==> config.mk <==
export PLATFORM = sky130hd
export DESIGN_NAME = maf_filter
export DESIGN_NICKNAME = d
export VERILOG_FILES = /design/src/rtl/maf_pkg.sv /design/src/rtl/maf_hash_regs.sv /design/src/rtl/maf_classify.sv /design/src/rtl/maf_decide.sv /design/src/rtl/maf_filter.sv
export SDC_FILE = /design/constraint.sdc
export NUM_CORES = 1
export LEC_CHECK = 0
export BUFFER_PORTS_ARGS = -buffer_cell sky130_fd_sc_hd__buf_2
export CAP_MARGIN = 25
export CORE_MARGIN = 10
export CORE_UTILIZATION = 40
export CTS_BUF_LIST = sky130_fd_sc_hd__clkbuf_16
export CTS_CLUSTER_DIAMETER = 120
export DETAILED_ROUTE_END_ITERATION = 8
export MAX_ROUTING_LAYER = met4
export PLACE_DENSITY = 0.7
export SLEW_MARGIN = 5
export SYNTH_ARGS = -nofsm -noshare
export SYNTH_HDL_FRONTEND = slang
export SYNTH_HIERARCHICAL = 1
export SYNTH_SLANG_ARGS = --single-unit
==> constraint.sdc <==
create_clock -name clk -period 4.4 [get_ports clk]
set_input_delay 0.66 -clock clk [delete_from_list [all_inputs] [get_ports clk]]
set_output_delay 0.66 -clock clk [all_outputs]
set_load 0.03 [all_outputs]
==> src/rtl/maf_pkg.sv <==
package maf_pkg;

  typedef enum logic [1:0] {
    MODE_NORMAL     = 2'b00,
    MODE_ACCEPT_ALL = 2'b01,
    MODE_REJECT_ALL = 2'b10,
    MODE_NORMAL_ALT = 2'b11
  } filt_mode_e;

  typedef enum logic [1:0] {
    KIND_UNICAST   = 2'd0,
    KIND_MULTICAST = 2'd1,
    KIND_BROADCAST = 2'd2,
    KIND_CONTROL   = 2'd3
  } frame_kind_e;

  typedef struct packed {
    logic valid;
    logic accept;
    logic bypass;
  } verdict_t;

endpackage

==> src/rtl/maf_hash_regs.sv <==
module maf_hash_regs #(
  parameter int NUM_BYTES = 8,
  parameter int BYTE_W    = 8,
  parameter int AW        = $clog2(NUM_BYTES),
  parameter int BW        = $clog2(BYTE_W)
) (
  input  logic              clk,
  input  logic              rst_n,
  input  logic              wr_en,
  input  logic [AW-1:0]     wr_addr,
  input  logic [BYTE_W-1:0] wr_data,
  input  logic [AW-1:0]     rd_byte_sel,
  input  logic [BW-1:0]     rd_bit_sel,
  output logic              rd_bit
);

  logic [NUM_BYTES-1:0]             byte_we;
  logic [NUM_BYTES-1:0][BYTE_W-1:0] table_w;

  // write decode: one enable per hash byte
  always_comb begin
    byte_we          = '0;
    byte_we[wr_addr] = wr_en;
  end

  for (genvar g = 0; g < NUM_BYTES; g++) begin : g_byte
    logic [BYTE_W-1:0] q;
    always_ff @(posedge clk or negedge rst_n) begin
      if (!rst_n) begin
        q <= '0;
      end else if (byte_we[g]) begin
        q <= wr_data;
      end
    end
    assign table_w[g] = q;
  end

  // read path: byte select then bit select
  always_comb begin
    rd_bit = table_w[rd_byte_sel][rd_bit_sel];
  end

  p_one_target_r3: assert property (@(posedge clk) disable iff (!rst_n)
    $onehot0(byte_we));

  p_hold_no_write_r3: assert property (@(posedge clk) disable iff (!rst_n)
    !wr_en |=> $stable(table_w));

  p_write_lands_r3: assert property (@(posedge clk) disable iff (!rst_n)
    wr_en |=> table_w[$past(wr_addr)] == $past(wr_data));

endmodule

==> src/rtl/maf_classify.sv <==
module maf_classify #(
  parameter int DA_W      = 48,
  parameter int GROUP_BIT = DA_W - 8
) (
  input  logic [DA_W-1:0]            da,
  input  logic                       is_ctrl,
  output maf_pkg::frame_kind_e       kind
);
  import maf_pkg::*;

  logic all_ones;
  logic group_bit;

  always_comb begin
    all_ones  = &da;
    group_bit = da[GROUP_BIT];
    if (is_ctrl) begin
      kind = KIND_CONTROL;
    end else if (all_ones) begin
      kind = KIND_BROADCAST;
    end else if (group_bit) begin
      kind = KIND_MULTICAST;
    end else begin
      kind = KIND_UNICAST;
    end
  end

  always_comb begin
    if (kind == KIND_MULTICAST) begin
      a_mcast_group_r5: assert (group_bit && !is_ctrl);
    end
  end

endmodule

==> src/rtl/maf_decide.sv <==
module maf_decide (
  input  logic                 clk,
  input  logic                 rst_n,
  input  logic                 in_valid,
  input  maf_pkg::frame_kind_e kind,
  input  logic [1:0]           mode,
  input  logic                 bcast_accept,
  input  logic                 ucast_hit,
  input  logic                 hash_bit,
  output maf_pkg::verdict_t    verdict
);
  import maf_pkg::*;

  verdict_t   nxt;
  verdict_t   cur;
  filt_mode_e mode_e;
  logic       ce;

  assign mode_e = filt_mode_e'(mode);

  // next-state
  always_comb begin
    nxt = '0;
    if (in_valid) begin
      nxt.valid = 1'b1;
      if (kind == KIND_CONTROL) begin
        nxt.bypass = 1'b1;
      end else begin
        unique case (mode_e)
          MODE_ACCEPT_ALL: nxt.accept = 1'b1;
          MODE_REJECT_ALL: nxt.accept = 1'b0;
          default: begin
            unique case (kind)
              KIND_BROADCAST: nxt.accept = bcast_accept;
              KIND_MULTICAST: nxt.accept = hash_bit;
              default:        nxt.accept = ucast_hit;
            endcase
          end
        endcase
      end
    end
  end

  // clock enable: load on a new frame or to clear a stale verdict
  assign ce = in_valid | cur.valid;

  always_ff @(posedge clk or negedge rst_n) begin
    if (!rst_n) begin
      cur <= '0;
    end else if (ce) begin
      cur <= nxt;
    end
  end

  assign verdict = cur;

  p_valid_follows_r2: assert property (@(posedge clk) disable iff (!rst_n)
    in_valid |=> verdict.valid);

  p_valid_only_after_r2: assert property (@(posedge clk) disable iff (!rst_n)
    !in_valid |=> !verdict.valid && !verdict.accept && !verdict.bypass);

  p_ctrl_bypass_r10: assert property (@(posedge clk) disable iff (!rst_n)
    (in_valid && kind == KIND_CONTROL) |=> verdict.bypass && !verdict.accept);

  p_accept_all_r8: assert property (@(posedge clk) disable iff (!rst_n)
    (in_valid && kind != KIND_CONTROL && mode == 2'b01) |=> verdict.accept);

  p_reject_all_r9: assert property (@(posedge clk) disable iff (!rst_n)
    (in_valid && kind != KIND_CONTROL && mode == 2'b10) |=> !verdict.accept);

  p_bcast_select_r6: assert property (@(posedge clk) disable iff (!rst_n)
    (in_valid && kind == KIND_BROADCAST && (mode == 2'b00 || mode == 2'b11))
      |=> verdict.accept == $past(bcast_accept));

  p_mcast_needs_bit_r5: assert property (@(posedge clk) disable iff (!rst_n)
    (in_valid && kind == KIND_MULTICAST && (mode == 2'b00 || mode == 2'b11) && !hash_bit)
      |=> !verdict.accept);

endmodule

==> src/rtl/maf_filter.sv <==
module maf_filter #(
  parameter int NUM_BYTES = 8,
  parameter int BYTE_W    = 8,
  parameter int DA_W      = 48,
  parameter int AW        = $clog2(NUM_BYTES),
  parameter int BW        = $clog2(BYTE_W),
  parameter int IDX_W     = AW + BW
) (
  input  logic              clk,
  input  logic              rst_n,
  input  logic              reg_wr_en,
  input  logic [AW-1:0]     reg_addr,
  input  logic [BYTE_W-1:0] reg_wdata,
  input  logic [1:0]        filt_mode,
  input  logic              bcast_accept,
  input  logic              da_valid,
  input  logic [DA_W-1:0]   da,
  input  logic [IDX_W-1:0]  crc_low,
  input  logic              ucast_hit,
  input  logic              is_ctrl,
  output logic              dec_valid,
  output logic              dec_accept,
  output logic              dec_bypass
);
  import maf_pkg::*;

  localparam int SYNC_STAGES = 2;

  logic [SYNC_STAGES-1:0] rst_sync_q;
  logic                   rst_int_n;
  logic [AW-1:0]          byte_sel;
  logic [BW-1:0]          bit_sel;
  logic                   hash_bit;
  frame_kind_e            kind;
  verdict_t               verdict;

  // reset: asserted asynchronously, released on a clock edge
  always_ff @(posedge clk or negedge rst_n) begin
    if (!rst_n) begin
      rst_sync_q <= '0;
    end else begin
      rst_sync_q <= {rst_sync_q[SYNC_STAGES-2:0], 1'b1};
    end
  end
  assign rst_int_n = rst_sync_q[SYNC_STAGES-1];

  // hash index split: low field picks the byte, high field the bit
  assign byte_sel = crc_low[AW-1:0];
  assign bit_sel  = crc_low[IDX_W-1:AW];

  maf_hash_regs #(
    .NUM_BYTES (NUM_BYTES),
    .BYTE_W    (BYTE_W),
    .AW        (AW),
    .BW        (BW)
  ) u_regs (
    .clk         (clk),
    .rst_n       (rst_int_n),
    .wr_en       (reg_wr_en),
    .wr_addr     (reg_addr),
    .wr_data     (reg_wdata),
    .rd_byte_sel (byte_sel),
    .rd_bit_sel  (bit_sel),
    .rd_bit      (hash_bit)
  );

  maf_classify #(
    .DA_W (DA_W)
  ) u_class (
    .da      (da),
    .is_ctrl (is_ctrl),
    .kind    (kind)
  );

  maf_decide u_decide (
    .clk          (clk),
    .rst_n        (rst_int_n),
    .in_valid     (da_valid),
    .kind         (kind),
    .mode         (filt_mode),
    .bcast_accept (bcast_accept),
    .ucast_hit    (ucast_hit),
    .hash_bit     (hash_bit),
    .verdict      (verdict)
  );

  assign dec_valid  = verdict.valid;
  assign dec_accept = verdict.accept;
  assign dec_bypass = verdict.bypass;

  p_reset_quiet_r1: assert property (@(posedge clk) disable iff (!rst_int_n)
    $rose(rst_int_n) |-> !dec_valid);

  p_ctrl_never_accepts_r10: assert property (@(posedge clk) disable iff (!rst_int_n)
    dec_bypass |-> dec_valid && !dec_accept);

endmodule

==> key figures, run 1 <==
CTS
  – Clock root buffer: clkbuf_16
  – CTS Buf Count: 9
  – Clk_lat worst skew: 330 ps
  – Longest Clk Path Bufs: 2
  – Buffer count from post-CTS setup fixing: 0
  – H-tree levels: 3
  – Reg clk slew, reported paths: roughly 60 ps
  – # hold bufs at CTS: 0
  – CTS resizes: 0
  – Clock Sinks: 69
  – CTS tree: yes

Worst setup path
  – Max stage delay on crit path: 630 ps
  – Slowest-stage cell, CP: mux4_1
  – R2R depth: 7
  – Kind of critical path: in -> reg
  – Origin of the worst setup path: crc_low[0]
  – R2r setup slk: 2320 ps
  – Worst r2r src: u_regs/g_byte[7].q[6]$_DFFE_PN0P_
  – Critical-path maximum fanout: 19
  – CP Data Arrival Time: 2820 ps
  – Critical Path RT: 4610 ps
  – Startpoint Class: input port
  – Crit. End Element: flop
  – Reg-to-reg critical path endpoint: u_decide/verdict[1]$_DFFE_PN0P_
  – CP endpoint: u_decide/verdict[1]$_DFFE_PN0P_
  – Critical path, cell by cell: buf_2 -> mux4_1 -> inv_1 -> a221oi_1 -> nor4_1 -> a211oi_1 -> a221oi_2 -> o41ai_2

Synthesis
  – Synth area leaders: dfrtp_1, mux2_2, mux4_2
  – Syn Inst Count: 241
  – EDFF count, synth: 0
  – Area leader, netlist: dfrtp_1
  – Synth top area share: 50.0%
  – Sequential-to-total area share from yosys stat: 50.0%
  – Synth warnings: 6
  – Ys flop type: dfrtp_1
  – Syn Std Cell Area: 3460 um2
  – Mapped Nets: 319
  – Yosys reg bits: 69
  – Mean Syn Cell Area: 14.3 um2
  – Async SR Flop Fraction: 100%
  – Library cells used by synthesis: 45

Finish
  – Ratio of cells with drive above 1 in the final layout: between 50% and 60%
  – Multi-input logic area: 1630 um2
  – Post-route insts no fill: 429
  – Area grow syn2layout: 22.3%
  – # diodes: 0
  – Reg area: 1730 um2
  – Net count reported at finish: 397
  – Fill count: approximately 730

Timing
  – Final Hold Viols: 0
  – Final period util: approximately three fifths
  – Clock skew: 5.27 ps
  – Final Setup Violations: 0
  – Worst-margin pin slew: 901 ps
  – Hold WS: 99.5 ps
  – RSZ-0062 raised after global routing: false
  – Post-route setup TNS: 0 ps
  – Max transition margin: 39.6%
  – Max Clock Freq: between 300 and 400 MHz
  – Slew Limit Fails: 0
  – Tmin final: 2600 ps

Power and ir drop
  – Leak: 1.90 nW
  – PD cells: approximately 450 nW/um2
  – IR Drop Worst-Case VDD: 263 uV

Detailed routing
  – Vias/cell: 5.55
  – DRT iter0 DRCs: 177
  – Final wirelength: 8260 um
  – Via count: 2382
  – Met1 wire length: 3630 um
  – Routed length on met3: approximately 700 um
  – Routed wire length per instance: roughly 19 um
  – DR pass1 iterations: 4
  – Top sig layer: met4
  – Met2 WL: 3830 um
  – DRC viols: 0
  – Routed Antenna Nets: 0

Place
  – Inst Count DP: 413
  – Hpwl dp: 5840 um
  – Gpl congestion: 0.815
  – Port Buf Inserts: 76

Floorplan
  – Starting density of the core: 41.6%
  – Core area: 8300 um2
  – IO Pins: 77
  – Die Y: 113 um
  – Die W: 113 um
  – Full die area: 12800 um2
  – FP Rows: 33

Global routing
  – Gr ovfl total: 0
  – Largest net degree at the start of global routing: 68
  – Number of global-route vias before repair: about 2600
  – GRT Util Overall: about 13%
  – Initial antenna violation count: 0
  – First-pass GRT wire length: 13500 um

Flow run
  – Maxcap violations: 0

Outcome
  – Status: completed

Min path
  – Hold crit path type: in -> async
## cell usage after synthesis (2+ instances only)
cell type and count:
mux4_2 8, nor2_1 6, nand3_1 2, dfrtp_1 69, nand2b_1 2, nor2b_1 2
a22o_1 2, clkbuf_1 3, nand4_1 15, nor3_2 2, buf_2 4, nor4_2 3
nand2_1 4, inv_1 9, mux2i_1 5, mux4_1 4, o22ai_1 2, ha_1 4
nand4b_1 3, mux2_2 66, o211ai_1 2
## cell families (layout without fill, tap and decap cells)
logic type | after synthesis | count (layout) | share of synthesized area (%)
muxes | 83 | 83 | 31.2
DFF | 69 | 69 | 50.0
and+or+nand+nor | 47 | 47 | 9.63
buffers and inverters | 19 | 102 | 2.86
AOI/OAI and AO/OA | 18 | 18 | 4.78
adders and majority gates | 4 | 4 | 1.45
other | 1 | 1 | 0.109
## placed cells by master, fill, tap and decap left out, drive strengths merged, types with 3 or more instances in the layout
| cell type | instances |
|---|---|
| dfrtp | 69 |
| nor3 | 3 |
| nand4b | 3 |
| mux4 | 12 |
| nand2 | 4 |
| nand4 | 16 |
| buf | 77 |
| inv | 10 |
| nor2 | 6 |
| nand2b | 3 |
| clkinv | 4 |
| mux2i | 5 |
| ha | 4 |
| clkbuf | 9 |
| nor4 | 4 |
| mux2 | 66 |
## per-layer routing
layer / up-vias / global-route usage (%)
li1: 1096 / -
met3: 14 / 4.33
met4: 0 / 4.06
met5: - / -
met1: 1172 / 16.0
met2: 100 / 21.4
## cell type report
cell class / count / share of cell area (%)
repair buffers: 77 / 9.18
clock inverters: 7 / 2.10
multi-input cells: 153 / 38.6
clock buffers: 9 / 5.33
inverters: 9 / 0.800
well taps: 105 / 3.11
flip-flops and latches: 69 / 40.9
## how the worst min path moves through the flow
stage	startpoint	to	slack [ps]	depth (start not counted)
3_5_place_dp	rst_sync_q[0]$_DFF_PN0_	rst_sync_q[1]$_DFF_PN0_	350	0
5_1_grt	rst_n	rst_sync_q[0]$_DFF_PN0_	90	1
3_3_place_gp	rst_sync_q[0]$_DFF_PN0_	rst_sync_q[1]$_DFF_PN0_	340	0
2_1_floorplan	rst_sync_q[0]$_DFF_PN0_	rst_sync_q[1]$_DFF_PN0_	330	0
4_1_cts	rst_n	rst_sync_q[1]$_DFF_PN0_	90	1
6_report	rst_n	rst_sync_q[0]$_DFF_PN0_	100	1
## where the power goes
part / switching (mW) / total, mW / internal [mW]
clock network: 0.259 / 0.752 / 0.493
registers: 0.0648 / 0.833 / 0.768
logic: 0.127 / 0.320 / 0.193
total: 0.451 / 1.91 / 1.45
## through the flow
step           worst slack [ps]  util [%]  power [mW]  instance area, um2
2_1_floorplan              2130         -        1.06                3460
3_3_place_gp               1530      47.1        1.15                3910
3_5_place_dp               1520      47.1        1.16                3910
4_1_cts                    1840      50.9        1.92                4230
5_1_grt                    1710      50.9        1.99                4230
6_report                   1800      50.9        1.91                4230
## state kept, by name (all words and copies together) (netlist names)
name	cells
u_regs/g_byte.q	64
u_decide/verdict	3
rst_sync_q	2
## critical path: cells and delay by family
family | cells | cell delay [ps]
buf+inv | 2 | 520
mux | 1 | 630
compound gates | 4 | 610
simple gates | 1 | 400
No activity file was read; power rests on OpenSTA's default activity.
==> run 2: changes to the inputs <==
==> constraint.sdc (replaced) <==
create_clock -name clk -period 2.56 [get_ports clk]
set_input_delay 0.384 -clock clk [delete_from_list [all_inputs] [get_ports clk]]
set_output_delay 0.384 -clock clk [all_outputs]
set_load 0.03 [all_outputs]
==> run 2 against run 1 <==
  * Clock-buffer cell count is the same
  * Wire length shrank 1.7%
  * Via count grew 0.76%
  * Sequential share of layout area shrank 0.41 points
  * Flip-flop and latch count is the same
  * Clock power grew 60%
  * First-iteration DRC count shrank 7.9%
  * Critical path type unchanged
==> key figures, run 2 (synthesis results as in run 1) <==
Global routing
  – Initial antenna violation count: 0 (unchanged)
  – First-pass GRT wire length: 13200 um (was 13500 um)
  – Number of global-route vias before repair: 2581 (was 2634)
  – Gr ovfl total: 0 (unchanged)
  – Largest net degree at the start of global routing: 36 (was 68)
  – GRT Util Overall: 13.1% (was 13.4%)

Place
  – Inst Count DP: 417 (was 413)
  – Hpwl dp: 5860 um (was 5840 um)
  – Gpl congestion: 0.808 (was 0.815)
  – DP Area: 3970 um2 (was 3910 um2)
  – Port Buf Inserts: 76 (unchanged)
  – Pre-CTS setup slack: 181 ps (was 1520 ps)

Timing
  – Final period util: 79.6%
  – Slew Limit Fails: 0 (unchanged)
  – Clock skew: 6.92 ps (was 5.27 ps)
  – Tmin final: 2040 ps
  – Max transition margin: 51.8% (was 39.6%)
  – Hold WS: 212 ps (was 99.5 ps)
  – RSZ-0062 raised after global routing: false (unchanged)
  – Fin worst setup slack: 521 ps (was 1800 ps)
  – Worst-margin pin slew: 723 ps (was 901 ps)
  – Final Setup Violations: 0 (unchanged)
  – Max Clock Freq: 490 MHz
  – Post-route setup TNS: 0 ps (unchanged)
  – Final Hold Viols: 0 (unchanged)

CTS
  – Clk_lat worst skew: 330 ps (about the same)
  – Clock Sinks: 69 (unchanged)
  – Longest Clk Path Bufs: 2 (unchanged)
  – CTS tree: yes (unchanged)
  – # hold bufs at CTS: 1 (was 0)
  – Clock root buffer: clkbuf_16 (unchanged)
  – Reg clk slew, reported paths: 50 ps (was 60 ps)
  – Buffer count from post-CTS setup fixing: 0 (unchanged)
  – CTS Buf Count: 9 (unchanged)
  – CTS resizes: 0 (unchanged)
  – H-tree levels: 3 (unchanged)

Finish
  – Net count reported at finish: 402 (was 397)
  – Most common cell after layout, fill and taps aside: buf_2 (unchanged)
  – Multi-input logic area: 1630 um2 (unchanged)
  – Most frequent cells in the layout: buf_2, dfrtp_1, mux2_2 (unchanged)
  – Post-route insts no fill: 434 (was 429)
  – Reg area: 1730 um2 (unchanged)
  – Cell area after layout: 4270 um2 (was 4230 um2)
  – Core Util, Final: 51.4% (was 50.9%)
  – Fill count: 745 (was 731)
  – Top reg by flops: u_regs/g_byte.q (unchanged)
  – Max reg flops: 64 (unchanged)
  – # diodes: 0 (unchanged)
  – Ratio of cells with drive above 1 in the final layout: 55.9% (was 55.6%)
  – Area grow syn2layout: 23.5% (was 22.3%)

Worst setup path
  – CP Data Arrival Time: 2250 ps (was 2820 ps)
  – R2R depth: 7 (unchanged)
  – Crit. End Element: flop (unchanged)
  – Critical Path RT: 2770 ps (was 4610 ps)
  – R2r setup slk: 540 ps (was 2320 ps)
  – Startpoint Class: input port (unchanged)
  – Critical-path maximum fanout: 19 (unchanged)
  – Reg-to-reg critical path endpoint: u_decide/verdict[1]$_DFFE_PN0P_ (unchanged)
  – Worst r2r src: u_regs/g_byte[7].q[6]$_DFFE_PN0P_ (unchanged)
  – Origin of the worst setup path: crc_low[0] (unchanged)
  – CP endpoint: u_decide/verdict[1]$_DFFE_PN0P_ (unchanged)
  – Kind of critical path: in -> reg (unchanged)

Power and ir drop
  – Final Power: 3.19 mW (was 1.91 mW)
  – IR Drop Worst-Case VDD: 485 uV (was 263 uV)
  – Leak: 1.91 nW (was 1.90 nW)
  – PD cells: 747 nW/um2 (was 451 nW/um2)

Floorplan
  – Full die area: 12800 um2 (unchanged)
  – FP Rows: 33 (unchanged)
  – Core area: 8300 um2 (unchanged)
  – Die W: 113 um (unchanged)
  – Die Y: 113 um (unchanged)
  – Starting density of the core: 41.6% (unchanged)
  – IO Pins: 77 (unchanged)

Detailed routing
  – Final wirelength: 8120 um (was 8260 um)
  – Met2 WL: 3710 um (was 3830 um)
  – Routed length on met3: 672 um (was 700 um)
  – DR pass1 iterations: 4 (unchanged)
  – Vias/cell: 5.53 (was 5.55)
  – DRC viols: 0 (unchanged)
  – Met1 wire length: 3620 um (was 3630 um)
  – Via count: 2400 (was 2382)
  – Routed Antenna Nets: 0 (unchanged)
  – Top sig layer: met4 (unchanged)
  – Routed wire length per instance: 18.7 um (was 19.3 um)
  – DRT iter0 DRCs: 163 (was 177)

Outcome
  – Status: completed (unchanged)

Min path
  – Hold crit path type: in -> reg (was in -> async)

Flow run
  – Maxcap violations: 0 (unchanged)
-- run 2: layout make-up --
| class | count | share of cell area, % |
|---|---|---|
| flip-flops and latches | 69 | 40.5 |
| multi-input cells | 153 | 38.2 |
| repair buffers | 82 | 10.6 |
| clock buffers | 9 | 5.28 |
| well taps | 105 | 3.08 |
| clock inverters | 7 | 1.55 |
| inverters | 9 | 0.792 |
-- run 2: worst max-delay path, cell delays in order --
cell       delay [ps]
buf_2             100
buf_12            180
mux4_2            540
o2111ai_2         180
nand3_1           100
nor4_1            250
a211oi_1          140
a221oi_2          280
o41ai_2           100
-- run 2: power by group --
part | switching (mW) | internal [mW]
logic | 0.211 | 0.340
registers | 0.119 | 1.32
clock network | 0.450 | 0.747
-- run 2: how the worst min path moves through the flow --
stage | start | end | slack (ps) | depth (start not counted)
floorplan | rst_n | rst_sync_q[0]$_DFF_PN0_ | 90 | 0
global placement | rst_n | rst_sync_q[0]$_DFF_PN0_ | 170 | 1
detailed placement | rst_n | rst_sync_q[0]$_DFF_PN0_ | 170 | 1
CTS | da_valid | u_decide/verdict[2]$_DFFE_PN0P_ | 200 | 1
global route | da_valid | u_decide/verdict[2]$_DFFE_PN0P_ | 210 | 1
finish | da_valid | u_decide/verdict[2]$_DFFE_PN0P_ | 210 | 1
-- run 2: routing by layer --
metal  track usage, %  vias to the layer above
met5                -                        -
met4             4.48                        0
met3             4.91                       13
met2             20.6                       95
met1             15.0                     1191
li1                 -                     1101
==> run 3: changes to the inputs <==
--- a/config.mk
+++ b/config.mk
@@ -5,6 +5,7 @@
 export SDC_FILE = /design/constraint.sdc
 export NUM_CORES = 1
 export LEC_CHECK = 0
+export ABC_AREA = 1
 export BUFFER_PORTS_ARGS = -buffer_cell sky130_fd_sc_hd__buf_2
 export CAP_MARGIN = 25
 export CORE_MARGIN = 10
==> constraint.sdc (replaced) <==
create_clock -name clk -period 2.15 [get_ports clk]
set_input_delay 0.3225 -clock clk [delete_from_list [all_inputs] [get_ports clk]]
set_output_delay 0.3225 -clock clk [all_outputs]
set_load 0.03 [all_outputs]
==> run 3 against run 2 <==
  * Critical path depth increased by 5
  * Clock power increased by 5%
  * First-iteration DRC count increased by 20%
  * Via count increased by 34%
  * Clock-buffer cell count unchanged
  * Highest routed layer unchanged
==> key figures, run 3 <==
Synthesis
  – Mapped Nets: 536 (was 319)
  – Synth cell count leaders: nand2_1, dfrtp_1, nand3_1 (was dfrtp_1, mux2_2, nand4_1)
  – Syn Inst Count: 458 (was 241)
  – Synth top area share: 49.7% (was 50.0%)
  – Most numerous cell in the Yosys netlist: nand2_1 (was dfrtp_1)
  – Ys flop type: dfrtp_1 (unchanged)
  – EDFF count, synth: 0 (unchanged)
  – Synth warnings: 6 (unchanged)
  – Library cells used by synthesis: 20 (was 45)
  – Sequential-to-total area share from yosys stat: 49.7% (was 50.0%)
  – Area leader, netlist: dfrtp_1 (unchanged)
  – Syn Std Cell Area: 3470 um2 (was 3460 um2)
  – Async SR Flop Fraction: 100% (unchanged)
  – Synth area leaders: dfrtp_1, nand2_1, nand3_1 (was dfrtp_1, mux2_2, mux4_2)
  – Mean Syn Cell Area: 7.58 um2 (was 14.3 um2)
  – Yosys reg bits: 69 (unchanged)

Timing
  – RSZ-0062 raised after global routing: false (unchanged)
  – Hold WS: 144 ps (was 212 ps)
  – Max Clock Freq: 685 MHz
  – Clock skew: 2.61 ps (was 6.92 ps)
  – Final period util: around two thirds
  – Final Setup Violations: 0 (unchanged)
  – Fin worst setup slack: 690 ps (was 521 ps)
  – Tmin final: about 1500 ps
  – Slew Limit Fails: 0 (unchanged)
  – Final Hold Viols: 0 (unchanged)
  – Post-route setup TNS: 0 ps (unchanged)
  – Worst-margin pin slew: 654 ps (was 723 ps)
  – Max transition margin: 56.3% (was 51.8%)

Place
  – Inst Count DP: 623 (was 417)
  – Hpwl dp: 6800 um (was 5860 um)
  – Port Buf Inserts: 76 (unchanged)
  – Pre-CTS setup slack: 371 ps (was 181 ps)
  – Gpl congestion: 0.830 (was 0.808)
  – DP Area: 3880 um2 (was 3970 um2)

CTS
  – Longest Clk Path Bufs: 2 (unchanged)
  – CTS resizes: 0 (unchanged)
  – Clock root buffer: clkbuf_16 (unchanged)
  – CTS Buf Count: 9 (unchanged)
  – # hold bufs at CTS: 1 (unchanged)
  – Clock Sinks: 69 (unchanged)
  – H-tree levels: 3 (unchanged)
  – Buffer count from post-CTS setup fixing: 0 (unchanged)
  – CTS tree: yes (unchanged)
  – Reg clk slew, reported paths: 50 ps (about the same)
  – Clk_lat worst skew: 330 ps (about the same)

Worst setup path
  – Worst r2r src: u_regs/g_byte[7].q[1]$_DFFE_PN0P_ (was u_regs/g_byte[7].q[6]$_DFFE_PN0P_)
  – Crit. End Element: flop (unchanged)
  – Reg-to-reg critical path endpoint: u_decide/verdict[1]$_DFFE_PN0P_ (unchanged)
  – Critical-path maximum fanout: 3 (was 19)
  – CP Data Arrival Time: 1680 ps (was 2250 ps)
  – Startpoint Class: input port (unchanged)
  – R2r setup slk: 740 ps (was 540 ps)
  – Critical Path RT: 2370 ps (was 2770 ps)
  – Kind of critical path: in -> reg (unchanged)
  – R2R depth: 14 (was 7)

Power and ir drop
  – PD cells: 847 nW/um2 (was 747 nW/um2)
  – Leak: 2.16 nW (was 1.91 nW)
  – IR Drop Worst-Case VDD: 561 uV (was 485 uV)
  – Final Power: 3.51 mW (was 3.19 mW)

Flow run
  – Maxcap violations: 0 (unchanged)

Min path
  – Hold Path End: u_decide/verdict[2]$_DFFE_PN0P_ (unchanged)
  – Hold crit path type: in -> reg (unchanged)
  – Hold path depth: 1 (unchanged)
  – Min-delay src: da_valid (unchanged)

Floorplan
  – Starting density of the core: 41.6% (about the same)
  – Full die area: 12800 um2 (about the same)
  – Core area: 8340 um2 (was 8300 um2)
  – Die Y: 113 um (about the same)
  – FP Rows: 33 (unchanged)
  – IO Pins: 77 (unchanged)
  – Die W: 113 um (about the same)

Finish
  – Cell area after layout: 4150 um2 (was 4270 um2)
  – Most common cell after layout, fill and taps aside: nand2_1 (was buf_2)
  – Ratio of cells with drive above 1 in the final layout: 18.7% (was 55.9%)
  – Core Util, Final: 49.7% (was 51.4%)
  – Max reg flops: 64 (unchanged)
  – Post-route insts no fill: 640 (was 434)
  – # diodes: 0 (unchanged)
  – Net count reported at finish: 608 (was 402)
  – Most frequent cells in the layout: nand2_1, buf_2, dfrtp_1 (was buf_2, dfrtp_1, mux2_2)
  – Area grow syn2layout: 19.4% (was 23.5%)
  – Top reg by flops: u_regs/g_byte.q (unchanged)
  – Fill count: 848 (was 745)

Outcome
  – Status: completed (unchanged)

Detailed routing
  – DRT iter0 DRCs: 196 (was 163)
  – Via count: 3220 (was 2400)
  – DRC viols: 0 (unchanged)
  – Routed wire length per instance: 14.8 um (was 18.7 um)
  – Vias/cell: 5.03 (was 5.53)
  – Final wirelength: 9440 um (was 8120 um)
  – Routed Antenna Nets: 0 (unchanged)
  – DR pass1 iterations: 4 (unchanged)

Global routing
  – Largest net degree at the start of global routing: 48 (was 36)
  – Initial antenna violation count: 0 (unchanged)
  – First-pass GRT wire length: 15400 um (was 13200 um)
  – GRT Util Overall: 15.0% (was 13.1%)
  – Number of global-route vias before repair: 3174 (was 2581)
  – Gr ovfl total: 0 (unchanged)
==> run 3: cell types whose count changed after synthesis, moves of 11 or more <==
cell | previous run | this run
nand3_1 | 2 | 58
inv_1 | 9 | 20
nand2_1 | 4 | 186
mux2_2 | 66 | 0
nand4_1 | 15 | 0
nor2_1 | 6 | 27
o21ai_0 | 0 | 52
==> run 3: kinds of logic after synthesis <==
group                      Yosys count  synth area share (%)
other                                1                 0.108
adders and majority gates            4                  1.44
AOI/OAI and AO/OA                   65                  9.44
and+or+nand+nor                    274                  32.3
buffers and inverters               45                  6.95
DFF                                 69                  49.7
==> run 3: layer usage <==
metal	part of all wire, %	track usage, %
met1	44	18.1
met3	4.6	3.33
met2	51	24.6
met4	1.1	4.31
met5	0	-
==> run 3: final cells by class <==
| type | instances | area [um2] | share of cell area, % |
|---|---|---|---|
| clock buffer | 9 | 225 | 5.43 |
| clock inverter | 7 | 28.8 | 0.694 |
| multi-input combinational | 344 | 1500 | 36.3 |
| timing repair buffer | 81 | 433 | 10.4 |
| inverter | 25 | 96.3 | 2.32 |
| tap | 105 | 131 | 3.17 |
| sequential | 69 | 1730 | 41.7 |
==> run 3: critical path: stages <==
cell and delay, ps:
buf_2 80, nand2_1 50, nor2_1 100, nand2_1 70, nor2_1 140, nand3_1 110
nand2_1 80, nand2_1 90, inv_1 70, ha_1 230, a21boi_0 170, nand2_1 70
nand2_1 50, nand2_1 40
==> run 3: where the power goes <==
part	total, mW	internal (mW)	switching [mW]
sequential	1.67	1.54	0.136
combinational	0.575	0.244	0.331
clock	1.26	0.754	0.510
total	3.51	2.53	0.977
==> run 3: worst max path at each step <==
stage / from / endpoint / slack (ps) / depth (start not counted)
after floorplan: rst_sync_q[1]$_DFF_PN0_ / u_decide/verdict[0]$_DFFE_PN0P_ / 90 / 0
after global placement: crc_low[1] / u_decide/verdict[1]$_DFFE_PN0P_ / 400 / 15
after detailed placement: crc_low[1] / u_decide/verdict[1]$_DFFE_PN0P_ / 370 / 15
after CTS: crc_low[1] / u_decide/verdict[1]$_DFFE_PN0P_ / 710 / 15
after global routing: crc_low[1] / u_decide/verdict[1]$_DFFE_PN0P_ / 520 / 15
final: da[20] / u_decide/verdict[1]$_DFFE_PN0P_ / 690 / 14
